[src/rtl/rnd_even_shr_pkg.sv]
package rnd_even_shr_pkg;
   parameter int unsigned RES_DEF_W = 32;

   function automatic int unsigned res_shift_w(input int unsigned w);
      return $clog2(w);
   endfunction
endpackage

[src/rtl/res_incr.sv]
module res_incr #(
   parameter int unsigned DATA_W  = 32,
   parameter int unsigned SHIFT_W = 5
) (
   input  logic [DATA_W-1:0]  din,
   input  logic [SHIFT_W-1:0] shamt,
   output logic [DATA_W-1:0]  incr
);
   localparam logic [DATA_W-1:0] ONE = DATA_W'(1);

   logic [DATA_W-1:0] half_bit;
   logic [DATA_W-1:0] below_mask;
   logic [DATA_W-1:0] lsb_bit;
   logic              below_zero;

   always_comb begin
      half_bit   = '0;
      below_mask = '0;
      lsb_bit    = ONE << shamt;
      if (shamt != '0) begin
         half_bit   = ONE << (shamt - SHIFT_W'(1));
         below_mask = half_bit - ONE;
      end
      below_zero = ((din & below_mask) == '0);
   end

   always_comb begin
      if (shamt == '0)
         incr = '0;
      else if (below_zero)
         incr = (din & lsb_bit) >> 1;
      else
         incr = half_bit;
   end
endmodule

[src/rtl/res_shift.sv]
module res_shift #(
   parameter int unsigned DATA_W  = 32,
   parameter int unsigned SHIFT_W = 5
) (
   input  logic [DATA_W-1:0]  din,
   input  logic [SHIFT_W-1:0] shamt,
   input  logic [DATA_W-1:0]  incr,
   output logic [DATA_W-1:0]  dout
);
   localparam int unsigned WIDE_W = 2 * DATA_W;

   logic signed [WIDE_W-1:0] wide_sum;

   always_comb begin
      wide_sum = $signed({{DATA_W{din[DATA_W-1]}}, din}) +
                 $signed({{DATA_W{1'b0}}, incr});
   end

   assign dout = DATA_W'(wide_sum >>> shamt);
endmodule

[src/rtl/rnd_even_shr.sv]
module rnd_even_shr
   import rnd_even_shr_pkg::*;
#(
   parameter int unsigned DATA_W  = RES_DEF_W,
   parameter int unsigned SHIFT_W = res_shift_w(DATA_W),
   parameter bit          OUT_REG = 1'b0
) (
   input  logic               clk,
   input  logic               rst_n,
   input  logic [DATA_W-1:0]  din,
   input  logic [SHIFT_W-1:0] shamt,
   output logic [DATA_W-1:0]  dout
);
   generate
      if (DATA_W < 2 || (DATA_W & (DATA_W - 1)) != 0)
         $error("rnd_even_shr: DATA_W must be a power of two of at least 2");
      if (SHIFT_W != $clog2(DATA_W))
         $error("rnd_even_shr: SHIFT_W must equal clog2(DATA_W)");
   endgenerate

   logic [DATA_W-1:0] incr;
   logic [DATA_W-1:0] rnd_q;

   res_incr #(.DATA_W(DATA_W), .SHIFT_W(SHIFT_W)) u_incr (
      .din   (din),
      .shamt (shamt),
      .incr  (incr)
   );

   res_shift #(.DATA_W(DATA_W), .SHIFT_W(SHIFT_W)) u_shift (
      .din   (din),
      .shamt (shamt),
      .incr  (incr),
      .dout  (rnd_q)
   );

   generate
      if (OUT_REG) begin : g_reg
         logic [DATA_W-1:0] q_r;
         always_ff @(posedge clk or negedge rst_n) begin
            if (!rst_n) q_r <= '0;
            else        q_r <= rnd_q;
         end
         assign dout = q_r;
      end else begin : g_comb
         assign dout = rnd_q;
      end
   endgenerate
endmodule

[config.mk]
export PLATFORM = sky130hd
export DESIGN_NAME = rnd_even_shr
export DESIGN_NICKNAME = d
export VERILOG_FILES = /design/src/rtl/rnd_even_shr_pkg.sv /design/src/rtl/res_incr.sv /design/src/rtl/res_shift.sv /design/src/rtl/rnd_even_shr.sv
export SDC_FILE = /design/constraint.sdc
export NUM_CORES = 1
export LEC_CHECK = 0
export BUFFER_PORTS_ARGS = -buffer_cell sky130_fd_sc_hd__buf_2
export CAP_MARGIN = 30
export CORE_UTILIZATION = 50
export DETAILED_ROUTE_END_ITERATION = 8
export PLACE_DENSITY = 0.66
export SYNTH_ARGS = -nofsm -noshare
export SYNTH_HDL_FRONTEND = slang
export SYNTH_HIERARCHICAL = 1
export SYNTH_SLANG_ARGS = --single-unit
[constraint.sdc]
create_clock -name vclk -period 27.3
set_input_delay 5.46 -clock vclk [all_inputs]
set_output_delay 5.46 -clock vclk [all_outputs]
set_load 0.005 [all_outputs]
* Yosys cells after proc, flatten, opt, wreduce, memory -nomap -nowiden
Cells that the tools add are included.
** Cells by class
- Shift-type cells :: 3
- Bitwise logic cells :: 2
- Mux-type cells :: 4
- Reductions and logical operators :: 3
- Add/subtract/negate cells :: 3
** Operators by type and width (number)
- 32-bit 2-to-1 mux :: 4
- 32-bit AND :: 2
- 1-bit by 5-bit left shift with 32-bit output (first input constant) :: 2
- 64-bit by 5-bit >>> shifter with 32-bit output :: 1
- 32-bit by 33-bit adder with 34-bit output :: 1
- 32-bit zero test :: 1
- 32-bit by 1-bit subtractor with 32-bit output (second input constant) :: 1
- 5-bit zero test :: 1
- 5-bit nonzero test :: 1
- 5-bit by 1-bit subtractor with 5-bit output (second input constant) :: 1
** Storage, ports and cells
- Flip-flop bits (word level) :: 0
- Input bits :: 39
- Output and inout bits :: 32
- Logic and storage cells :: 15

* Logic depth before layout (Yosys ltp)
Gate-level depths: netlist (run 1).
- Word-level depth :: 10
- Mapped depth :: 28
- Depth with buffers taken out :: 22

* Hierarchy
The synthesis (run 1) kept the hierarchy.
** Modules (own cells, without submodules)
- res_shift :: seq. area each 0.0 um^2, cells each 676, instances 1, area each 4697.0 um^2
- res_incr :: seq. area each 0.0 um^2, cells each 201, instances 1, area each 1376.3 um^2

* Worst setup path before layout (run 1)
No wires, ideal clock.
- Kind :: input port to output port
- From :: input port shamt[1]
- To :: output port dout[15]
- Buffers on the path :: 6
- Required time :: 21840 ps
- Data arrival time :: 10933 ps
- Setup slack :: 10907 ps
- Stages on the path :: 26
- Cell sequence :: buf_6 clkbuf_1 nor2b_1 clkbuf_1 nand2_1 ha_1 clkbuf_1 clkbuf_1 o311ai_1 a2bb2oi_1 nand4_1 nor4_1 nand3_2 buf_6 o21ba_1 ha_1 fa_1 a211oi_2 o211ai_1 a211o_1 and4_1 nor3_1 inv_1 mux4_2 o21a_1 a221oi_2
** On the way
- Longest elaborated chain between the ends :: 10
- Elaborated cells between the ends (all ways) :: 15
- Classes of those cells :: add/sub: 3; shift: 3; mux: 4; bitwise: 2; reduce/logical: 3
** RTL lines
- start: declaration :: RTL line rnd_even_shr.sv:11 : input logic [SHIFT_W-1:0] shamt,
- 5-bit by 1-bit subtractor with 5-bit output :: RTL line res_incr.sv:21 : half_bit = ONE << (shamt - SHIFT_W'(1));
- 1-bit by 5-bit left shift with 32-bit output :: RTL line res_incr.sv:21
- 32-bit by 1-bit subtractor with 32-bit output :: RTL line res_incr.sv:22 : below_mask = half_bit - ONE;
- 32-bit 2-to-1 mux :: RTL line res_incr.sv:20 : if (shamt != '0) begin
- 32-bit AND :: RTL line res_incr.sv:24 : below_zero = ((din & below_mask) == '0);
- 32-bit zero test :: RTL line res_incr.sv:24
- 32-bit 2-to-1 mux :: RTL line res_incr.sv:30 : else if (below_zero)
- 32-bit 2-to-1 mux * :: RTL line res_incr.sv:28 : if (shamt == '0)
- net incr[0] :: RTL line rnd_even_shr.sv:21 : logic [DATA_W-1:0] incr;
- 32-bit by 33-bit adder with 34-bit output * :: RTL line res_shift.sv:15 : wide_sum = $signed({{DATA_W{din[DATA_W-1]}}, din}) +
- 64-bit by 5-bit >>> shifter with 32-bit output * :: RTL line res_shift.sv:19 : assign dout = DATA_W'(wide_sum >>> shamt);
- end: declaration :: RTL line rnd_even_shr.sv:12 : output logic [DATA_W-1:0] dout
The timed path passes the listed nets; every way through them passes the cells marked *.

* Worst setup path in the final report (run 1)
- From :: input port shamt[2]
- To :: output port dout[2]
The elaborated chain is that of the path after synthesis.

==> results.toml, run 1 <==
[power]
intPower_uw = 42.3
power_uw = 114
peakVddDrop_mv = 0.00864
p_comb_share_pct = 100.0
p_sw_uw = 71.4
p_leak_uw = 0.00263
power.density_mw_per_mm2 = 18.1
p_seq_share_pct = 0
swShare_pct = 62.8
clockPowerShare_pct = 0

[die]
core_area_sq_mm = 0.0116
num_rows = 39
fp.dieH_um = 112
ios = 71
initial_utilization_pct = 52.3
die_w_um = 112
die_area_sq_mm = 0.0126

[finish]
area_growth_pct = 3.54
design_area_sq_mm = 0.00629
diodes = 0
final_layout_size_suffix_gt1_share_pct = 15.1
register_area_sq_um = 0
clkbuf_count = 0
final.fill_count = 1221
design.seq.count = 0
nNetsFinal = 954

[sta]
slew_viol_final = 0
period_needed_ns = 19.20
tns_ns = 0
max_slew_margin_pct = 37.2
fmax_mhz = 52.1
fin_crit_sh_pct = 70.3
rsz0062_at_grt = "false"
worstMarginPinSlew_ns = 0.941
whs_ns = 11.64
hold_violations = 0
setup_viol = 0

[logic_synthesis]
yosysWarnings = 6
synth.avg_cell_area_sq_um = 6.93
yosys.area_share.simple_pct = 24.5
yosysTopAreaCellShare_pct = 7.00
yosysMostFrequentCell = "nand2_1"
synth.area.mux_share_pct = 9.70
synth_top_area_cell = "ha_1"
synth-seq-area-share_pct = 0
synth_compound_area_share_pct = 46.6
synthCells = 877
synth_fp_nets = 951
synth_xor_area_share_pct = 4.57
synth_fa_ha_area_share_pct = 7.33
ys_types = 108
ys_top_cells_by_area = "ha_1 (7.0%), a21oi_1 (5.5%), mux2i_1 (4.9%)"
synth_area_sq_mm = 0.00607
synth_common_cells = "nand2_1 (74), a21oi_1 (67), nor2_1 (62), o21ai_0 (54), clkbuf_1 (42)"
synth_top_family_by_area = "compound AO/OA/AOI/OAI gates"

[detailed_routing]
vias_per_cell = 7.44
drc = 7
vias = 7597
firstDrtPassIters = 8
wirelength_um = 23300
antenna_left = 0
detail_route.wl_per_cell_um = 22.8
drt_iter0_markers = 878

[grt]
gr-total-overflow = 0
grt_use_total_pct = 36.0
grt_max_degree = 90
grt_pass1_wl_um = 37300
grt_pass1_vias = 6853
antenna_found_initial = 0

[place]
hpwl_um = 17700
placed_area_sq_mm = 0.00629
gp_congestion = 1.02
placement.io_buffers = 69

[clock_tree]
ctsHoldBuffers = 0
cts_resized = 0
post_cts_buffers = 0

[worst_setup_path]
path_class = "in2out"
endpoint_kind = "output pin"
critPathSlowestCell = "buf_4"
critPathLaunchType = "input pin"
cp_max_fo = 79
crit_top_cell = "o221ai_1"
cp.arrival_ns = 13.74
critPathMaxStageDelay_ns = 0.63
required_ns = 21.84

[flow_run]
max-cap-violations = 0

[run_status]
violations = "design-rule violations"
outcome = "finished, violations left"

[worst_hold_path]
min_path_type = "in2out"
hold_start = "shamt[3]"
holdPathEnd = "dout[9]"
hold_depth = 4
-- metal layers --
metal  track usage (%)  vias to the layer above  share of wire (%)
met5                 0                        -                  0
met4              8.36                        0                2.8
met3              5.02                       58                9.9
met2              56.8                      435                 43
met1              51.5                     3637                 44
li1                  -                     3467                  -
-- kinds of logic after synthesis --
family | count (synthesis)
AO/OA/AOI/OAI | 377
XOR/XNOR | 30
adder cells (fa/ha/maj) | 35
buffers and inverters | 97
multiplexers | 51
other | 1
AND/OR/NAND/NOR | 286
-- worst max-delay path: cells and delay by family --
kind / cells / cell delay, ns
AO/OA/AOI/OAI: 13 / 4.44
adder cells (fa/ha/maj): 2 / 0.61
buffers and inverters: 4 / 1.10
AND/OR/NAND/NOR: 6 / 2.13
-- per-stage QoR --
stage / setup slack, ns / std cells / util, %
global route: 7.69 / 1021 / 54.1
detailed placement: 8.47 / 1021 / 54.1
floorplan: 10.91 / 877 / -
global placement: 8.53 / 1021 / 54.1
CTS: 8.43 / 1021 / 54.1
finish: 8.10 / 1021 / 54.1
-- worst max-delay path by stage --
stage	startpoint	to	slack (ns)	depth (start not counted)
global route	shamt[2]	dout[2]	7.69	25
detailed placement	shamt[1]	dout[2]	8.47	24
CTS	shamt[1]	dout[2]	8.43	24
floorplan	shamt[1]	dout[15]	10.91	26
global placement	shamt[2]	dout[2]	8.53	25
finish	shamt[2]	dout[2]	8.10	25
-- power by group through the flow --
stage | Sequential, uW | Combinational, uW | Clock [uW]
detailed placement | 0 | 109 | 0
global placement | 0 | 108 | 0
finish | 0 | 114 | 0
floorplan | 0 | 77.6 | 0
global route | 0 | 123 | 0
CTS | 0 | 110 | 0
-- cells in the final DEF, fill, tap and decap left out, types with 7 or more instances in the layout --
cell type,netlist,layout
o211ai_1,18,18
o31ai_1,10,10
nor3_1,24,24
o2111a_1,13,13
o21ai_0,54,54
or4_1,8,8
a21oi_1,67,67
a211oi_1,22,22
and2_1,10,10
a31oi_1,13,13
mux2i_1,30,30
nor2b_1,8,8
a211o_1,7,7
inv_1,21,21
xnor2_1,16,16
o221ai_1,12,12
nor2_1,62,62
xor2_1,12,12
nor4_1,12,12
nand2_1,74,74
and3_1,8,8
o22ai_1,7,7
or3_1,11,11
buf_2,18,69
a21o_1,16,16
o21ai_1,8,8
o2111ai_1,7,7
buf_4,3,7
nand3_1,18,18
nand4_1,14,14
o21a_1,19,19
mux2_2,15,15
ha_1,34,34
o211a_1,21,21
-- cell type report --
| type | instances | area [sq um] | share of cell area, % |
|---|---|---|---|
| Timing Repair Buffer | 76 | 398 | 6.33 |
| Inverter | 22 | 82.6 | 1.31 |
| Multi-Input combinational cell | 780 | 5630 | 89.5 |
| Tap cell | 143 | 179 | 2.85 |
(Power assumes the default switching activity.)
==> run 2: changes to the inputs <==
--- a/config.mk
+++ b/config.mk
@@ -5,6 +5,7 @@
 export SDC_FILE = /design/constraint.sdc
 export NUM_CORES = 1
 export LEC_CHECK = 0
+export ABC_AREA = 1
 export BUFFER_PORTS_ARGS = -buffer_cell sky130_fd_sc_hd__buf_2
 export CAP_MARGIN = 30
 export CORE_UTILIZATION = 50
==> constraint.sdc (replaced) <==
create_clock -name vclk -period 18.17
set_input_delay 3.634 -clock vclk [all_inputs]
set_output_delay 3.634 -clock vclk [all_outputs]
set_load 0.005 [all_outputs]
==> run 2 against run 1 <==
Against the previous run:
- flip-flop and latch count unchanged
- clock-buffer cell count unchanged
- power increased by 56%
- the flow now finishes without violations
- worst hold slack got worse by 3.7 ns
- critical path depth increased by 12
- largest cell class unchanged
==> results.toml, run 2 <==
[logic_synthesis]
synth_top_area_cell = "nand2_1"
synth_fp_nets = 1411
synth-seq-area-share_pct = 0
synth_compound_area_share_pct = 5.12
synth_top_family_by_area = "simple AND/OR/NAND/NOR gates"
yosysMostFrequentCell = "nand2_1"
synth_area_sq_mm = 0.00632
synth_fa_ha_area_share_pct = 7.04
ys_top_cells_by_area = "nand2_1 (30%), nand3_1 (22%), inv_1 (10%)"
synth_common_cells = "nand2_1 (501), nand3_1 (281), inv_1 (176), nor2_1 (92), ha_1 (34)"
ys_types = 39
synth_xor_area_share_pct = 2.08
yosysTopAreaCellShare_pct = 29.7
synthCells = 1337
yosys.area_share.simple_pct = 69.7
yosysWarnings = 6
synth.area.mux_share_pct = 0.475
synth.avg_cell_area_sq_um = 4.73

[detailed_routing]
vias = 8527
wirelength_um = 22000
antenna_left = 0
vias_per_cell = 5.59
detail_route.wl_per_cell_um = 14.4
firstDrtPassIters = 6
drc = 0
drt_iter0_markers = 850

[sta]
hold_violations = 0
period_needed_ns = 13.65
setup_viol = 0
rsz0062_at_grt = "false"
worstMarginPinSlew_ns = 0.992
fin_crit_sh_pct = 75.1
slew_viol_final = 0
max_slew_margin_pct = 33.8
tns_ns = 0
fmax_mhz = 73.3

[worst_hold_path]
hold_start = "shamt[4]"
hold_depth = 4
min_path_type = "in2out"
holdPathEnd = "dout[4]"

[clock_tree]
cts_resized = 0
post_cts_buffers = 0
ctsHoldBuffers = 0

[finish]
area_growth_pct = 4.53
fin_util_pct = 54.4
design.seq.count = 0
final_layout_size_suffix_gt1_share_pct = 9.29
nNetsFinal = 1433
register_area_sq_um = 0
clkbuf_count = 0
final_cell_mix = "nand2_1 (501), nand3_1 (281), inv_1 (176)"
diodes = 0
layout_commonest_cell = "nand2_1"

[die]
initial_utilization_pct = 52.0
ios = 71
core_area_sq_mm = 0.0122
die_w_um = 114
die_area_sq_mm = 0.0131
num_rows = 40
fp.dieH_um = 114

[grt]
grt_pass1_vias = 7535
antenna_found_initial = 0
grt_pass1_wl_um = 35800
grt_use_total_pct = 33.9
gr-total-overflow = 0
grt_max_degree = 51

[place]
hpwl_um = 17900
gp_congestion = 0.979
placement.io_buffers = 69

[worst_setup_path]
critPathLaunchType = "input pin"
critPathMaxStageDelay_ns = 0.69
cp_max_fo = 45
critPathSlowestCell = "buf_2"
required_ns = 14.54
endpoint_kind = "output pin"
path_class = "in2out"
cp.arrival_ns = 10.02
crit_top_cell = "nand2_1"

[run_status]
outcome = "finished clean"

[power]
p_leak_uw = 0.00438
power.density_mw_per_mm2 = 26.8
power_uw = 177
peakVddDrop_mv = 0.0215

[flow_run]
max-cap-violations = 0
-- run 2: cell types whose count changed after synthesis, moves of 20 or more --
cell / before / now
nand2_1: 74 / 501
nand3_1: 18 / 281
inv_1: 21 / 176
a21oi_1: 67 / 29
o21ai_0: 54 / 17
clkbuf_1: 42 / 10
nor2_1: 62 / 92
mux2i_1: 30 / 3
a211oi_1: 22 / 0
o211a_1: 21 / 0
nand2_2: 1 / 21
-- run 2: worst max-delay path: cells and delay by family --
kind / cells / cell delay, ns
buffers and inverters: 4 / 1.00
adders and majority gates: 3 / 0.68
and+or+nand+nor: 30 / 4.65
-- run 2: through the flow --
stage                     instance area [sq um]  setup slack, ns  std cells  hold WS (ns)
after floorplan                            6320             7.04       1337          7.48
after global placement                     6610             4.81       1525          7.93
after detailed placement                   6610             4.77       1525          7.93
after CTS                                  6610             4.76       1525          7.92
after global routing                       6610             3.90       1525          7.98
final                                      6610             4.52       1525          7.93
-- run 2: logic make-up after synthesis --
logic type | after synthesis
xor+xnor | 15
other cells | 1
mux | 3
compound gates | 60
simple gates | 986
buf+inv | 237
fa+ha+maj | 35
-- run 2: final cells by class --
type                            count  area, sq um
Timing Repair Buffer               70          353
Tap cell                          168          210
Multi-Input combinational cell   1100         5350
Inverter                          187          702
Fill cell                        1480         5550
-- run 2: report_power, final --
| group | internal [uW] | switching (uW) | leakage, uW |
|---|---|---|---|
| registers | 0 | 0 | 0 |
| logic | 57.6 | 120 | 0.00438 |
| clock network | 0 | 0 | 0 |
-- run 2: worst max-delay path by stage --
| stage | from | endpoint | slack, ns | depth (start not counted) |
|---|---|---|---|---|
| 2_1_floorplan | shamt[3] | dout[19] | 7.04 | 39 |
| 4_1_cts | shamt[1] | dout[25] | 4.76 | 40 |
| 5_1_grt | shamt[1] | dout[25] | 3.90 | 40 |
| 6_report | shamt[1] | dout[20] | 4.52 | 37 |
| 3_5_place_dp | shamt[1] | dout[25] | 4.77 | 40 |
| 3_3_place_gp | shamt[1] | dout[25] | 4.81 | 38 |
-- run 2: per-layer routing --
metal	routed length, um	track usage, %
met2	9650	56.8
met5	0	0
met3	1660	2.81
met1	10500	48.9
met4	121	2.77
==> run 3: changes to the inputs <==
--- a/config.mk
+++ b/config.mk
@@ -5,12 +5,12 @@
 export SDC_FILE = /design/constraint.sdc
 export NUM_CORES = 1
 export LEC_CHECK = 0
-export ABC_AREA = 1
+export ABC_AREA = 0
 export BUFFER_PORTS_ARGS = -buffer_cell sky130_fd_sc_hd__buf_2
 export CAP_MARGIN = 30
 export CORE_UTILIZATION = 50
 export DETAILED_ROUTE_END_ITERATION = 8
-export PLACE_DENSITY = 0.66
+export PLACE_DENSITY = 0.69
 export SYNTH_ARGS = -nofsm -noshare
 export SYNTH_HDL_FRONTEND = slang
 export SYNTH_HIERARCHICAL = 1
==> constraint.sdc (replaced) <==
create_clock -name vclk -period 10.95
set_input_delay 2.19 -clock vclk [all_inputs]
set_output_delay 2.19 -clock vclk [all_outputs]
set_load 0.005 [all_outputs]
==> run 3 against run 2 <==
Against the previous run:
- the flow now finishes with violations (design-rule violations)
- sequential share of layout area unchanged
- non-clock buffer count up 37
- core utilization up 2.0 points
- clock-buffer cell count unchanged
- critical path depth down 11
- combinational power up 66%
- final cell count down 31%
- final area down 0.93%
- worst setup slack worse by 4.2 ns
- via count down 11%
- die area down 3.9%
- power up 65%
- critical endpoint is now dout[2]
- highest routed layer unchanged
==> results.toml, run 3 (synthesis gave the netlist of run 1 again) <==
[worst_setup_path]
endpoint_kind = "output pin"
cp_num_buf_inv = 5
critPathMaxStageDelay_ns = 0.49
critical_path.top_delay_family = "compound AO/OA/AOI/OAI gates"
path_class = "in2out"
critPathSlowestCell = "a221oi_1"
cp-startpoint = "shamt[0]"
required_ns = 8.76
crit_top_cell = "o221ai_1"
cp.arrival_ns = 8.46
cp_max_fo = 30
critPathLaunchType = "input pin"

[finish]
nNetsFinal = 985
area_growth_pct = 7.83
design.seq.count = 0
final_layout_size_suffix_gt1_share_pct = 18.3
final_cell_mix = "nand2_1 (74), buf_2 (69), a21oi_1 (67)"
register_area_sq_um = 0
final.fill_count = 1190
clkbuf_count = 0
diodes = 0
layout_commonest_cell = "nand2_1"

[grt]
grt_use_total_pct = 35.3
grt_max_degree = 62
gr-total-overflow = 0
grt_pass1_vias = 6726
antenna_found_initial = 1
grt_pass1_wl_um = 36200

[die]
num_rows = 39
die_w_um = 112
fp.dieH_um = 112
die_area_sq_mm = 0.0126
ios = 71
initial_utilization_pct = 52.3
core_area_sq_mm = 0.0116

[detailed_routing]
antenna_left = 0
vias = 7556
drc = 5
detail_route.wl_per_cell_um = 21.7
vias_per_cell = 7.18
firstDrtPassIters = 8
drt_iter0_markers = 1074
wirelength_um = 22900

[sta]
period_needed_ns = 10.65
worstMarginPinSlew_ns = 0.955
fin_crit_sh_pct = 97.3
setup_viol = 0
rsz0062_at_grt = "false"
max_slew_margin_pct = 35.9
slew_viol_final = 0
fmax_mhz = 93.9
tns_ns = 0
hold_violations = 0

[power]
peakVddDrop_mv = 0.0171
p_leak_uw = 0.00279
power.density_mw_per_mm2 = 44.7
power_uw = 293

[place]
placement.io_buffers = 69
hpwl_um = 18000
gp_congestion = 0.966

[run_status]
violations = "design-rule violations"
outcome = "finished, violations left"

[worst_hold_path]
hold_start = "shamt[3]"
min_path_type = "in2out"

[flow_run]
max-cap-violations = 0

[clock_tree]
post_cts_buffers = 0
==> run 3: changes by cell type in the layout (fill, tap and decap cells not counted), moves of 18 or more <==
cell / change
nand2_1: -427
nand3_1: -263
inv_1: -155
a21oi_1: +38
o21ai_0: +37
buf_4: +35
nor2_1: -30
mux2i_1: +27
a211oi_1: +22
o211a_1: +21
nand2_2: -20
nand3b_1: -19
o21a_1: +19
nand4_1: -18
==> run 3: per-stage QoR <==
stage | instance area, sq um | utilization, % | hold slack [ns] | instances | worst slack [ns]
after floorplan | 6070 | - | 4.61 | 877 | 1.10
after global placement | 6530 | 56.3 | 5.10 | 1052 | 0.418
after detailed placement | 6530 | 56.3 | 5.10 | 1052 | 0.455
after CTS | 6530 | 56.3 | 5.10 | 1052 | 0.438
after global routing | 6550 | 56.4 | 5.16 | 1052 | 0.0590
final | 6550 | 56.4 | 5.11 | 1052 | 0.298
==> run 3: final cells by class <==
cell class / count / area, sq um / area share [%]
Tap cell: 143 / 179 / 2.73
Timing Repair Buffer: 107 / 647 / 9.88
Inverter: 22 / 82.6 / 1.26
Multi-Input combinational cell: 780 / 5640 / 86.1
==> run 3: layer usage <==
| metal | global-route usage (%) | part of all wire (%) |
|---|---|---|
| met1 | 50.4 | 45 |
| met2 | 53.9 | 42 |
| met3 | 5.62 | 9.6 |
| met4 | 11.1 | 3.6 |
| met5 | 0 | 0 |
==> run 3: path summary, 6_finish.rpt <==
kind	endpoint	slack (ns)	depth (start not counted)
worst max-delay path	dout[2]	0.30	26
worst min-delay path	dout[3]	5.11	5
==> run 3: power by group <==
group / switching (uW) / internal, uW
clock: 0 / 0
sequential: 0 / 0
combinational: 178 / 115
==> run 3: what timing repair did <==
| action | 4_1_cts | 5_1_grt |
|---|---|---|
| hold buffers | 0 | 0 |
| endpoints found under the setup margin | 0 | 12 |
| resized for setup | 0 | 3 |
